===== config.mk =====
export PLATFORM = sky130hd
export DESIGN_NAME = luma_coring_unit
export DESIGN_NICKNAME = d
export VERILOG_FILES = /design/src/rtl/coring_pkg.sv /design/src/rtl/coring_classify.sv /design/src/rtl/coring_apply.sv /design/src/rtl/luma_coring_unit.sv
export SDC_FILE = /design/constraint.sdc
export NUM_CORES = 1
export LEC_CHECK = 0
export CORE_UTILIZATION = 25
export DETAILED_ROUTE_END_ITERATION = 10
export GPL_TIMING_DRIVEN = 0
export REMOVE_ABC_BUFFERS = 1
export SETUP_SLACK_MARGIN = 0.05
export SLEW_MARGIN = 20
export SYNTH_ARGS = -nofsm -noshare
export SYNTH_HDL_FRONTEND = slang
export SYNTH_SLANG_ARGS = --single-unit

===== constraint.sdc =====
create_clock -name clk -period 7.4 [get_ports clk]
set_input_delay 1.48 -clock clk [delete_from_list [all_inputs] [get_ports clk]]
set_output_delay 1.48 -clock clk [all_outputs]
set_load 0.05 [all_outputs]

===== src/rtl/coring_pkg.sv =====
package coring_pkg;

    typedef enum logic {
        MODE_SMOOTH  = 1'b0,
        MODE_SHARPEN = 1'b1
    } core_mode_e;

    typedef enum logic {
        REGION_DATA   = 1'b0,
        REGION_BORDER = 1'b1
    } region_e;

endpackage


===== src/rtl/coring_classify.sv =====
module coring_classify
    import coring_pkg::*;
#(
    parameter int DETAIL_W = 11,
    parameter int THR_W    = 6,
    parameter int GAIN_W   = 4,
    localparam int NUM_W   = GAIN_W + 1
) (
    input  logic signed [DETAIL_W-1:0] detail,
    input  logic        [THR_W-1:0]    threshold,
    input  logic        [GAIN_W-1:0]   gain_border,
    input  logic        [GAIN_W-1:0]   gain_data,
    input  region_e                    region,
    input  core_mode_e                 mode,
    output logic                       selected,
    output logic        [NUM_W-1:0]    gain_num
);

    localparam logic [DETAIL_W-1:0] ONE      = DETAIL_W'(1);
    localparam logic [GAIN_W-1:0]   CAP_CODE = GAIN_W'(1 << (GAIN_W - 1));

    logic [DETAIL_W-1:0] raw;
    logic [DETAIL_W-1:0] mag;
    logic [DETAIL_W-1:0] thr_ext;
    logic                above;
    logic [GAIN_W-1:0]   code;
    logic [GAIN_W-1:0]   capped;

    always_comb begin
        raw     = detail;
        mag     = raw[DETAIL_W-1] ? (~raw + ONE) : raw;
        thr_ext = {{(DETAIL_W - THR_W){1'b0}}, threshold};
        above   = (mag >= thr_ext);
    end

    always_comb begin
        unique case (region)
            REGION_BORDER: code = gain_border;
            REGION_DATA:   code = gain_data;
            default:       code = gain_data;
        endcase
        capped = (code > CAP_CODE) ? CAP_CODE : code;
    end

    always_comb begin
        unique case (mode)
            MODE_SHARPEN: begin
                selected = above;
                gain_num = {1'b0, capped};
            end
            MODE_SMOOTH: begin
                selected = !above;
                gain_num = {capped, 1'b0};
            end
            default: begin
                selected = 1'b0;
                gain_num = '0;
            end
        endcase
    end

    always_comb begin
        if (mag == thr_ext) begin
            assert_equal_is_above_R3: assert (selected == (mode == MODE_SHARPEN))
                else $error("threshold equality not treated as above");
        end
    end

endmodule


===== src/rtl/coring_apply.sv =====
module coring_apply
    import coring_pkg::*;
#(
    parameter int LUMA_W   = 10,
    parameter int DETAIL_W = 11,
    parameter int GAIN_W   = 4,
    localparam int NUM_W   = GAIN_W + 1,
    localparam int PROD_W  = DETAIL_W + NUM_W + 1
) (
    input  logic        [LUMA_W-1:0]   luma,
    input  logic signed [DETAIL_W-1:0] detail,
    input  logic                       selected,
    input  logic        [NUM_W-1:0]    gain_num,
    input  core_mode_e                 mode,
    output logic        [LUMA_W-1:0]   result
);

    localparam logic signed [PROD_W-1:0] LUMA_MAX = PROD_W'((1 << LUMA_W) - 1);

    logic signed [PROD_W-1:0] d_ext;
    logic signed [PROD_W-1:0] g_ext;
    logic signed [PROD_W-1:0] l_ext;
    logic signed [PROD_W-1:0] prod;
    logic signed [PROD_W-1:0] scaled;
    logic signed [PROD_W-1:0] delta;
    logic signed [PROD_W-1:0] sum;

    always_comb begin
        d_ext  = PROD_W'(detail);
        g_ext  = PROD_W'(gain_num);
        l_ext  = PROD_W'(luma);
        prod   = d_ext * g_ext;
        scaled = prod >>> GAIN_W;
        delta  = selected ? scaled : '0;
    end

    always_comb begin
        unique case (mode)
            MODE_SHARPEN: sum = l_ext + delta;
            MODE_SMOOTH:  sum = l_ext - delta;
            default:      sum = l_ext;
        endcase
        if (sum < 0)
            result = '0;
        else if (sum > LUMA_MAX)
            result = LUMA_MAX[LUMA_W-1:0];
        else
            result = sum[LUMA_W-1:0];
    end

    always_comb begin
        if (!selected) begin
            assert_unselected_pass_R4: assert (result == luma)
                else $error("unselected sample altered");
        end
        if (selected && mode == MODE_SHARPEN && !detail[DETAIL_W-1]) begin
            assert_sharpen_raises_R5: assert (result >= luma)
                else $error("sharpening lowered a positive detail");
        end
        if (selected && mode == MODE_SMOOTH && !detail[DETAIL_W-1]) begin
            assert_smooth_lowers_R4: assert (result <= luma)
                else $error("smoothing raised a positive detail");
        end
    end

endmodule


===== src/rtl/luma_coring_unit.sv =====
module luma_coring_unit
    import coring_pkg::*;
#(
    parameter int LUMA_W   = 10,
    parameter int DETAIL_W = 11,
    parameter int THR_W    = 6,
    parameter int GAIN_W   = 4,
    localparam int NUM_W   = GAIN_W + 1
) (
    input  logic                       clk,
    input  logic                       rst_n,
    input  logic                       in_valid,
    input  logic        [LUMA_W-1:0]   in_luma,
    input  logic signed [DETAIL_W-1:0] in_detail,
    input  logic                       in_border,
    input  logic        [THR_W-1:0]    cfg_threshold,
    input  logic        [GAIN_W-1:0]   cfg_gain_border,
    input  logic        [GAIN_W-1:0]   cfg_gain_data,
    input  logic                       cfg_sharpen,
    output logic                       out_valid,
    output logic        [LUMA_W-1:0]   out_luma
);

    core_mode_e mode_in;
    region_e    region_in;
    logic             sel_c;
    logic [NUM_W-1:0] num_c;

    assign mode_in   = cfg_sharpen ? MODE_SHARPEN : MODE_SMOOTH;
    assign region_in = in_border ? REGION_BORDER : REGION_DATA;

    coring_classify #(
        .DETAIL_W (DETAIL_W),
        .THR_W    (THR_W),
        .GAIN_W   (GAIN_W)
    ) u_classify (
        .detail      (in_detail),
        .threshold   (cfg_threshold),
        .gain_border (cfg_gain_border),
        .gain_data   (cfg_gain_data),
        .region      (region_in),
        .mode        (mode_in),
        .selected    (sel_c),
        .gain_num    (num_c)
    );

    logic                       s1_valid;
    logic        [LUMA_W-1:0]   s1_luma;
    logic signed [DETAIL_W-1:0] s1_detail;
    logic                       s1_sel;
    logic        [NUM_W-1:0]    s1_num;
    core_mode_e                 s1_mode;

    always_ff @(posedge clk or negedge rst_n) begin
        if (!rst_n) begin
            s1_valid  <= 1'b0;
            s1_luma   <= '0;
            s1_detail <= '0;
            s1_sel    <= 1'b0;
            s1_num    <= '0;
            s1_mode   <= MODE_SMOOTH;
        end else begin
            s1_valid <= in_valid;
            if (in_valid) begin
                s1_luma   <= in_luma;
                s1_detail <= in_detail;
                s1_sel    <= sel_c;
                s1_num    <= num_c;
                s1_mode   <= mode_in;
            end
        end
    end

    logic [LUMA_W-1:0] res_c;

    coring_apply #(
        .LUMA_W   (LUMA_W),
        .DETAIL_W (DETAIL_W),
        .GAIN_W   (GAIN_W)
    ) u_apply (
        .luma     (s1_luma),
        .detail   (s1_detail),
        .selected (s1_sel),
        .gain_num (s1_num),
        .mode     (s1_mode),
        .result   (res_c)
    );

    always_ff @(posedge clk or negedge rst_n) begin
        if (!rst_n) begin
            out_valid <= 1'b0;
            out_luma  <= '0;
        end else begin
            out_valid <= s1_valid;
            if (s1_valid)
                out_luma <= res_c;
        end
    end

    // Checker state for the latency and hold properties
    logic [1:0] since_rst;
    logic       iv_d1, iv_d2;

    always_ff @(posedge clk or negedge rst_n) begin
        if (!rst_n) begin
            since_rst <= '0;
            iv_d1     <= 1'b0;
            iv_d2     <= 1'b0;
        end else begin
            if (since_rst != 2'd2)
                since_rst <= since_rst + 2'd1;
            iv_d1 <= in_valid;
            iv_d2 <= iv_d1;
        end
    end

    assert_latency_R2: assert property (@(posedge clk) disable iff (!rst_n)
        (since_rst == 2'd2) |-> (out_valid == iv_d2))
        else $error("valid strobe latency mismatch");

    assert_idle_hold_R11: assert property (@(posedge clk) disable iff (!rst_n)
        (!s1_valid) |=> $stable(out_luma))
        else $error("output changed on an idle slot");

    assert_reset_clear_R1: assert property (@(posedge clk)
        (!rst_n) |-> (!out_valid && out_luma == '0))
        else $error("outputs not clear in reset");

endmodule


==> results of run 1 <==
[logic make-up (layout without fill, tap and decap cells)]
kind of cell / after synthesis / after routing / synth area share [%]
buffers and inverters: 94 / 134 / 7.13
flip-flops: 40 / 40 / 20.2
XOR/XNOR: 25 / 25 / 4.41
AO/OA/AOI/OAI: 109 / 109 / 15.6
AND/OR/NAND/NOR: 180 / 180 / 19.6
adder cells (fa/ha/maj): 82 / 82 / 26.0
multiplexers: 32 / 32 / 7.11
[area by class of cell]
class | count | area share, %
tap | 265 | 5.63
sequential | 40 | 17.0
inverter | 75 | 4.78
timing repair buffer | 51 | 8.67
clock inverter | 2 | 0.255
multi-input combinational | 428 | 61.3
clock buffer | 6 | 2.36
[through the flow]
step                      std cells  total power, mW
after detailed placement        859             1.48
after CTS                       867             1.72
final                           867             1.69
after global placement          858             1.47
after floorplan                 543             1.20
after global routing            867             1.87
[routing by layer]
metal  wire (um)  GRT usage [%]  vias up
met4         133           3.06        0
met3         247           1.14       10
met2        5190           20.2       53
met1        4760           13.6     1877
met5           0              0        -
li1            -              -     1990
[worst max-delay path, cell delays in order, from the launching register on]
cell and delay, ns:
dfrtp_1 0.52, and2_1 0.23, fa_1 0.53, inv_1 0.05, fa_1 0.47, fa_1 0.56, inv_1 0.05, ha_1 0.34
and2b_1 0.21, o21ba_4 0.21, o31ai_1 0.16, nor3b_1 0.63, nor2_1 0.13, a21oi_1 0.17, o21ai_0 0.08, o21ai_0 0.13
ha_1 0.32, or3_1 0.31, o21ai_0 0.08, a21oi_1 0.09, a31oi_1 0.30, a31oi_1 0.10, and3b_1 0.21, a31oi_4 0.33
a22oi_1 0.15
[cells in the final DEF (no fill, tap or decap), drive strengths merged, types with 5 or more instances in the layout]
cell type,synthesis,layout
o211ai,6,6
a211oi,5,5
nand2b,20,20
inv,75,75
nor2,26,26
dfrtp,40,40
clkdlybuf4s50,0,48
or3,6,6
o21a,5,5
clkbuf,17,6
xnor2,18,18
nor3,7,7
mux2i,6,6
o21ai,25,25
and2,48,48
or2,5,5
xor2,7,7
mux2,26,26
a31oi,5,5
fa,35,35
nand2,36,36
nand4,6,6
nand3,7,7
a22oi,12,12
ha,47,47
a21oi,22,22
[flip-flops by register name, summed over array words and instances (netlist names)]
signal and cells:
s1_sel 1, out_valid 1, s1_luma 10, s1_detail 11
s1_valid 1, s1_num 5, s1_mode 1, out_luma 10
[where the power goes]
part / switching [mW] / total [mW] / internal [mW]
combinational: 0.674 / 1.16 / 0.486
clock: 0.0911 / 0.225 / 0.134
sequential: 0.0430 / 0.306 / 0.263
[synth_stat cells (all sizes together), types with 2 or more instances]
| master | instances |
|---|---|
| a211oi | 5 |
| a21o | 4 |
| a21oi | 22 |
| a22oi | 12 |
| a31oi | 5 |
| a41oi | 2 |
| and2 | 48 |
| and3 | 4 |
| buf | 2 |
| clkbuf | 17 |
| dfrtp | 40 |
| fa | 35 |
| ha | 47 |
| inv | 75 |
| mux2 | 26 |
| mux2i | 6 |
| nand2 | 36 |
| nand2b | 20 |
| nand3 | 7 |
| nand4 | 6 |
| nand4b | 2 |
| nor2 | 26 |
| nor2b | 4 |
| nor3 | 7 |
| nor4 | 3 |
| o211a | 3 |
| o211ai | 6 |
| o21a | 5 |
| o21ai | 25 |
| o21ba | 2 |
| o22ai | 4 |
| o31ai | 2 |
| o32ai | 2 |
| o41ai | 2 |
| or2 | 5 |
| or3 | 6 |
| xnor2 | 18 |
| xor2 | 7 |
[worst min path at each step]
| stage | to | startpoint | slack, ns |
|---|---|---|---|
| floorplan | s1_luma[0] | s1_luma[0] | 0.49 |
| global placement | s1_luma[0] | s1_luma[0] | 0.51 |
| detailed placement | s1_luma[4] | s1_luma[4] | 0.51 |
| CTS | s1_luma[4] | s1_luma[4] | 0.53 |
| global route | s1_luma[4] | s1_luma[4] | 0.54 |
| finish | s1_luma[4] | s1_luma[4] | 0.52 |
==> summary.md, run 1 <==
| Metric | Value |
|---|---|
| Mapped Area | `4960 um^2` |
| Max VDD drop | `0.116 mV` |
| Port bufs | `50` |
| Placed cell areas | `about 5700 um^2` |
| Number of I/O pins | `51` |
| Largest net degree at the start of global routing | `34` |
| First-pass DRT Iterations | `5` |
| CP startpoint kind | `flop` |
| Post-route setup TNS | `0 ns` |
| Final worst path period share | `88.2%` |
| Clock tree buffer depth | `2` |
| EDFF count, synth | `0` |
| Htree depth | `2` |
| Layout cells sized above 1 | `8.47%` |
| Asr flop ratio synth | `100%` |
| Antenna diode instance count | `0` |
| Top FF cell, synth | `dfrtp_1` |
| Setup Buffers After CTS | `0` |
| Worst-path clk slew | `about 0.06 ns` |
| Worst hold slack | `a little over 0.5 ns` |
| Pre-CTS WS | `0.852 ns` |
| Final #Nets | `723` |
| Total track usage | `11.0%` |
| Die W | `143 um` |
| CORE AREA | `19500 um^2` |
| Fin worst setup slack | `around 0.87 ns` |
| Top cell type's share of synthesized area | `between 20 and 25%` |
| Worst Hold Depth | `1` |
| Multi-input logic area | `3610 um^2` |
| Rel. slew slack | `between 40% and 50%` |
| Flops & latches, synth | `40` |
| Vias in the first global route | `3987` |
| FMAX | `153 MHz` |
| Synth cell types | `61` |
| Syn Inst Count | `562` |
| Skew-Pair Late Insertion Delay | `0.29 ns` |
| Fin. Hold Viols | `0` |
| CTS tree | `built` |
| Via count | `3930` |
| First-pass GRT wire length | `18400 um` |
| Crit path DAT | `6.67 ns` |
| Vert. Die Dim | `143 um` |
| Setup Viol. Count Final | `0` |
| Post-Route Skew | `0.00479 ns` |
| Post-route cell area | `5890 um^2` |
| Critical path class | `reg2reg` |
| Syn. warnings | `0` |
| Area Overhead vs Synth | `18.6%` |
| Worst r2r dst | `out_luma[8]` |
| Reg area | `~1000 um^2` |
| Leading area contributor after synthesis | `dfrtp_1` |
| Cts repair resizes | `0` |
| Leak | `between 2 and 3 nW` |
| Die footprint | `20400 um^2` |
| Initial Utilization | `25.5%` |
| Crit. End Element | `flop` |
| Routed vias/inst | `between 4 and 5` |
| GPL Wtd Cong | `0.776` |
| Pwr dens | `between 200 and 300 nW/um^2` |
| Initial antenna violation count | `0` |
| Total CTS buffers | `5` |
| Total congestion overflow | `0` |
| Final core occ | `30.3%` |
| Mean Syn Cell Area | `8.83 um^2` |
| Status | `completed` |
| Drc violations | `0` |
| Sequential share of the synthesized area | `20.2%` |
| R2R Setup Slk | `~0.87 ns` |
| Worst-Margin Slew | `0.772 ns` |
| Reg-to-Reg Start | `s1_num[2]` |
| Critical Path Fanout Max | `12` |
| CTS sink cnt | `40` |
| MaxCap Viol Count | `0` |
| Worst Setup SP | `s1_num[2]` |
| Clock Tree Root | `clkbuf_16` |
| Post-DP HPWL | `8510 um` |
| Worst setup endpoint | `out_luma[8]` |
| First DRT Iteration DRCs | `112` |
| Worst hold path class | `reg2reg` |
| Avg WL per Cell | `between 10 and 15 um` |
| Pins Over Slew Limit | `0` |
| Minimum clock period | `6.53 ns` |
| Synth area leaders | `dfrtp_1 (20%), fa_1 (14%), ha_1 (12%)` |
| RSZ-0062 raised after global routing | `false` |
| Post-CTS Hold Buffers | `0` |
| WL final | `between 10000 and 15000 um` |
| Final ANT Viol Nets | `0` |
| Site Rows | `51` |
| CP required | `7.54 ns` |
| Fillers | `2050` |
| Reg2reg path depth | `24` |
(Power assumes the default switching activity.)
==> run 2, diff against run 1 <==
CORE_ASPECT_RATIO = 1.2   (was default)
==> summary.md, run 2 (synthesis gave the netlist of run 1 again) <==
| Metric | Value |
|---|---|
| Status | `completed` |
| GPL Wtd Cong | `0.813 (+4.6%)` |
| Htree depth | `2 (unchanged)` |
| Fin. Hold Viols | `0 (unchanged)` |
| Antenna diode instance count | `0 (unchanged)` |
| Final worst path period share | `88.6% (+0.41 points)` |
| Die W | `131 um (-8.6%)` |
| CP startpoint kind | `flop` |
| Worst r2r dst | `out_luma[3]` |
| Critical Path Fanout Max | `12 (unchanged)` |
| Worst hold path class | `reg2reg` |
| Sw power | `0.792 mW (-2.1%)` |
| Layout cells sized above 1 | `8.31% (-0.17 points)` |
| Reg with most FFs | `s1_detail` |
| Skew-Pair Late Insertion Delay | `0.29 ns (about the same)` |
| Worst hold path startpoint | `s1_luma[8]` |
| First DRT Iteration DRCs | `116 (+3.6%)` |
| Pre-CTS WS | `0.858 ns (+0.00522 ns)` |
| Routed vias/inst | `4.51 (-0.58%)` |
| Max VDD drop | `0.139 mV (+20%)` |
| Post-route setup TNS | `0 ns (unchanged)` |
| Rel. slew slack | `42.0% (-6.4 points)` |
| Most common cell after layout, fill and taps aside | `inv_1` |
| Clock network power share | `14.3% (+1.0 points)` |
| Critical path class | `reg2reg` |
| Number of I/O pins | `51 (unchanged)` |
| Post-Route Skew | `0.00319 ns (-0.00161 ns)` |
| First-pass GRT wire length | `17900 um (-2.7%)` |
| Setup Viol. Count Final | `0 (unchanged)` |
| First-pass DRT Iterations | `4 (-1)` |
| Cts repair resizes | `0 (unchanged)` |
| Internal power | `0.904 mW (+2.4%)` |
| FMAX | `152 MHz (-0.46%)` |
| Reg2reg path depth | `23 (-4.2%)` |
| Minimum clock period | `6.56 ns (+0.0300 ns)` |
| Final #Nets | `723 (unchanged)` |
| WL final | `10100 um (-2.0%)` |
| Leak | `2.68 nW (+0.44%)` |
| Pwr dens | `288 nW/um^2 (+0.17%)` |
| CORE AREA | `19500 um^2 (about the same)` |
| Sw frac | `46.7% (-1.1 points)` |
| Regs by FF count | `s1_detail: 11 flops, out_luma: 10 flops, s1_luma: 10 flops` |
| Initial antenna violation count | `0 (unchanged)` |
| Area Overhead vs Synth | `18.7% (about the same)` |
| Via count | `3889 (-1.0%)` |
| Highest-count cells in the layout ignoring fill and taps | `inv_1 (75), and2_1 (48), clkdlybuf4s50_1 (48)` |
| Final ANT Viol Nets | `0 (unchanged)` |
| Total congestion overflow | `0 (unchanged)` |
| Worst-Margin Slew | `0.868 ns (+0.0960 ns)` |
| Port bufs | `50 (unchanged)` |
| CP Cell Sequence | `and2_1, fa_1, inv_1, fa_1, fa_1, inv_1, ha_1, and2b_1, nor3_1, inv_1, ha_1, mux2_2, ha_1, a21o_1, a21oi_1, nand2b_1, a21oi_1, o41ai_1, o211ai_1, nor2_1, mux2i_1, o21ai_2, a22oi_1` |
| Site Rows | `56 (+9.8%)` |
| Clock tree buffer depth | `2 (unchanged)` |
| Worst Hold Depth | `1 (unchanged)` |
| Clock Tree Root | `clkbuf_16` |
| Combinational share of power | `67.6% (-1.0 points)` |
| Die footprint | `20400 um^2 (about the same)` |
| Pins Over Slew Limit | `0 (unchanged)` |
| Worst hold endpoint | `s1_luma[8]` |
| Post-DP HPWL | `8390 um (-1.4%)` |
| Vert. Die Dim | `156 um (+9.4%)` |
| Crit path DAT | `6.70 ns (+0.03 ns)` |
| MaxCap Viol Count | `0 (unchanged)` |
| CP required | `7.54 ns (about the same)` |
| Reg-to-Reg Start | `s1_num[2]` |
| CTS tree | `built` |
| Worst-path clk slew | `0.06 ns (about the same)` |
| Seq pwr share | `18.1% (about the same)` |
| Worst hold slack | `0.528 ns (+0.00911 ns)` |
| Max FFs per register | `11 (unchanged)` |
| Final core occ | `30.3% (about the same)` |
| Fin worst setup slack | `0.842 ns (-0.0300 ns)` |
| Initial Utilization | `25.5% (about the same)` |
| Largest net degree at the start of global routing | `34 (unchanged)` |
| Total track usage | `10.7% (-0.38 points)` |
| Drc violations | `0 (unchanged)` |
| Avg WL per Cell | `11.7 um (-1.6%)` |
| RSZ-0062 raised after global routing | `false` |
| DP Cell Count | `855 (-0.47%)` |
| Slowest stage delay, CP | `0.62 ns (about the same)` |
| R2R Setup Slk | `0.84 ns (-0.03 ns)` |
| Crit. End Element | `flop` |
| Post-CTS Hold Buffers | `0 (unchanged)` |
| Setup Buffers After CTS | `0 (unchanged)` |
| Critical path's slowest cell | `o41ai_1` |
| Vias in the first global route | `3914 (-1.8%)` |
| Total CTS buffers | `5 (unchanged)` |
| Post-Layout Cell Count | `863 (-0.46%)` |
| CTS sink cnt | `40 (unchanged)` |
==> run 2: cell types whose count changed in the layout (fill, tap and decap cells not counted), sizes merged <==
cell	previous run	this run
clkinvlp	2	0
bufinv	0	1
clkinv	0	1
==> run 2: worst max path at each step <==
stage	startpoint	slack, ns	cells past startpoint	end
2_1_floorplan	s1_num[2]	1.66	23	out_luma[2]
3_3_place_gp	s1_num[2]	0.96	23	out_luma[0]
3_5_place_dp	s1_num[2]	0.86	23	out_luma[3]
4_1_cts	s1_num[2]	0.83	23	out_luma[3]
5_1_grt	s1_num[2]	0.38	23	out_luma[3]
6_report	s1_num[2]	0.84	23	out_luma[3]
==> run 2: area by class of cell <==
class	instances	area (um^2)
fillers	2129	13600
flip-flops and latches	40	1000
repair buffers	51	510
clock inverters	2	35.0
well taps	261	327
multi-input cells	428	3610
inverters	75	282
clock buffers	6	129
==> run 2: through the flow <==
| step | instance area, um^2 | power [mW] |
|---|---|---|
| floorplan | 4890 | 1.20 |
| detailed placement | 5730 | 1.46 |
| finish | 5890 | 1.70 |
| global route | 5890 | 1.89 |
| CTS | 5890 | 1.72 |
| global placement | 5720 | 1.44 |
==> run 2: worst max-delay path, delay by kind of cell (launching register included) <==
kind,cells,cell delay [ns]
compound gates,7,1.92
fa+ha+maj,6,2.43
buf+inv,3,0.17
flops,1,0.51
mux,2,0.38
simple gates,5,1.01
==> run 2: power groups by stage <==
stage | logic, mW | clock network (mW) | registers [mW]
final | 1.15 | 0.243 | 0.306
after detailed placement | 1.15 | 0 | 0.311
after CTS | 1.16 | 0.251 | 0.307
after floorplan | 0.803 | 0 | 0.396
after global placement | 1.13 | 0 | 0.311
after global routing | 1.31 | 0.260 | 0.315
==> run 2: per-layer routing <==
metal | vias to the layer above | global-route usage [%] | wire, um
met5 | - | 0 | 0
met2 | 64 | 18.8 | 4840
met1 | 1828 | 13.4 | 4840
met3 | 7 | 2.09 | 370
met4 | 0 | 1.81 | 62
li1 | 1990 | - | -
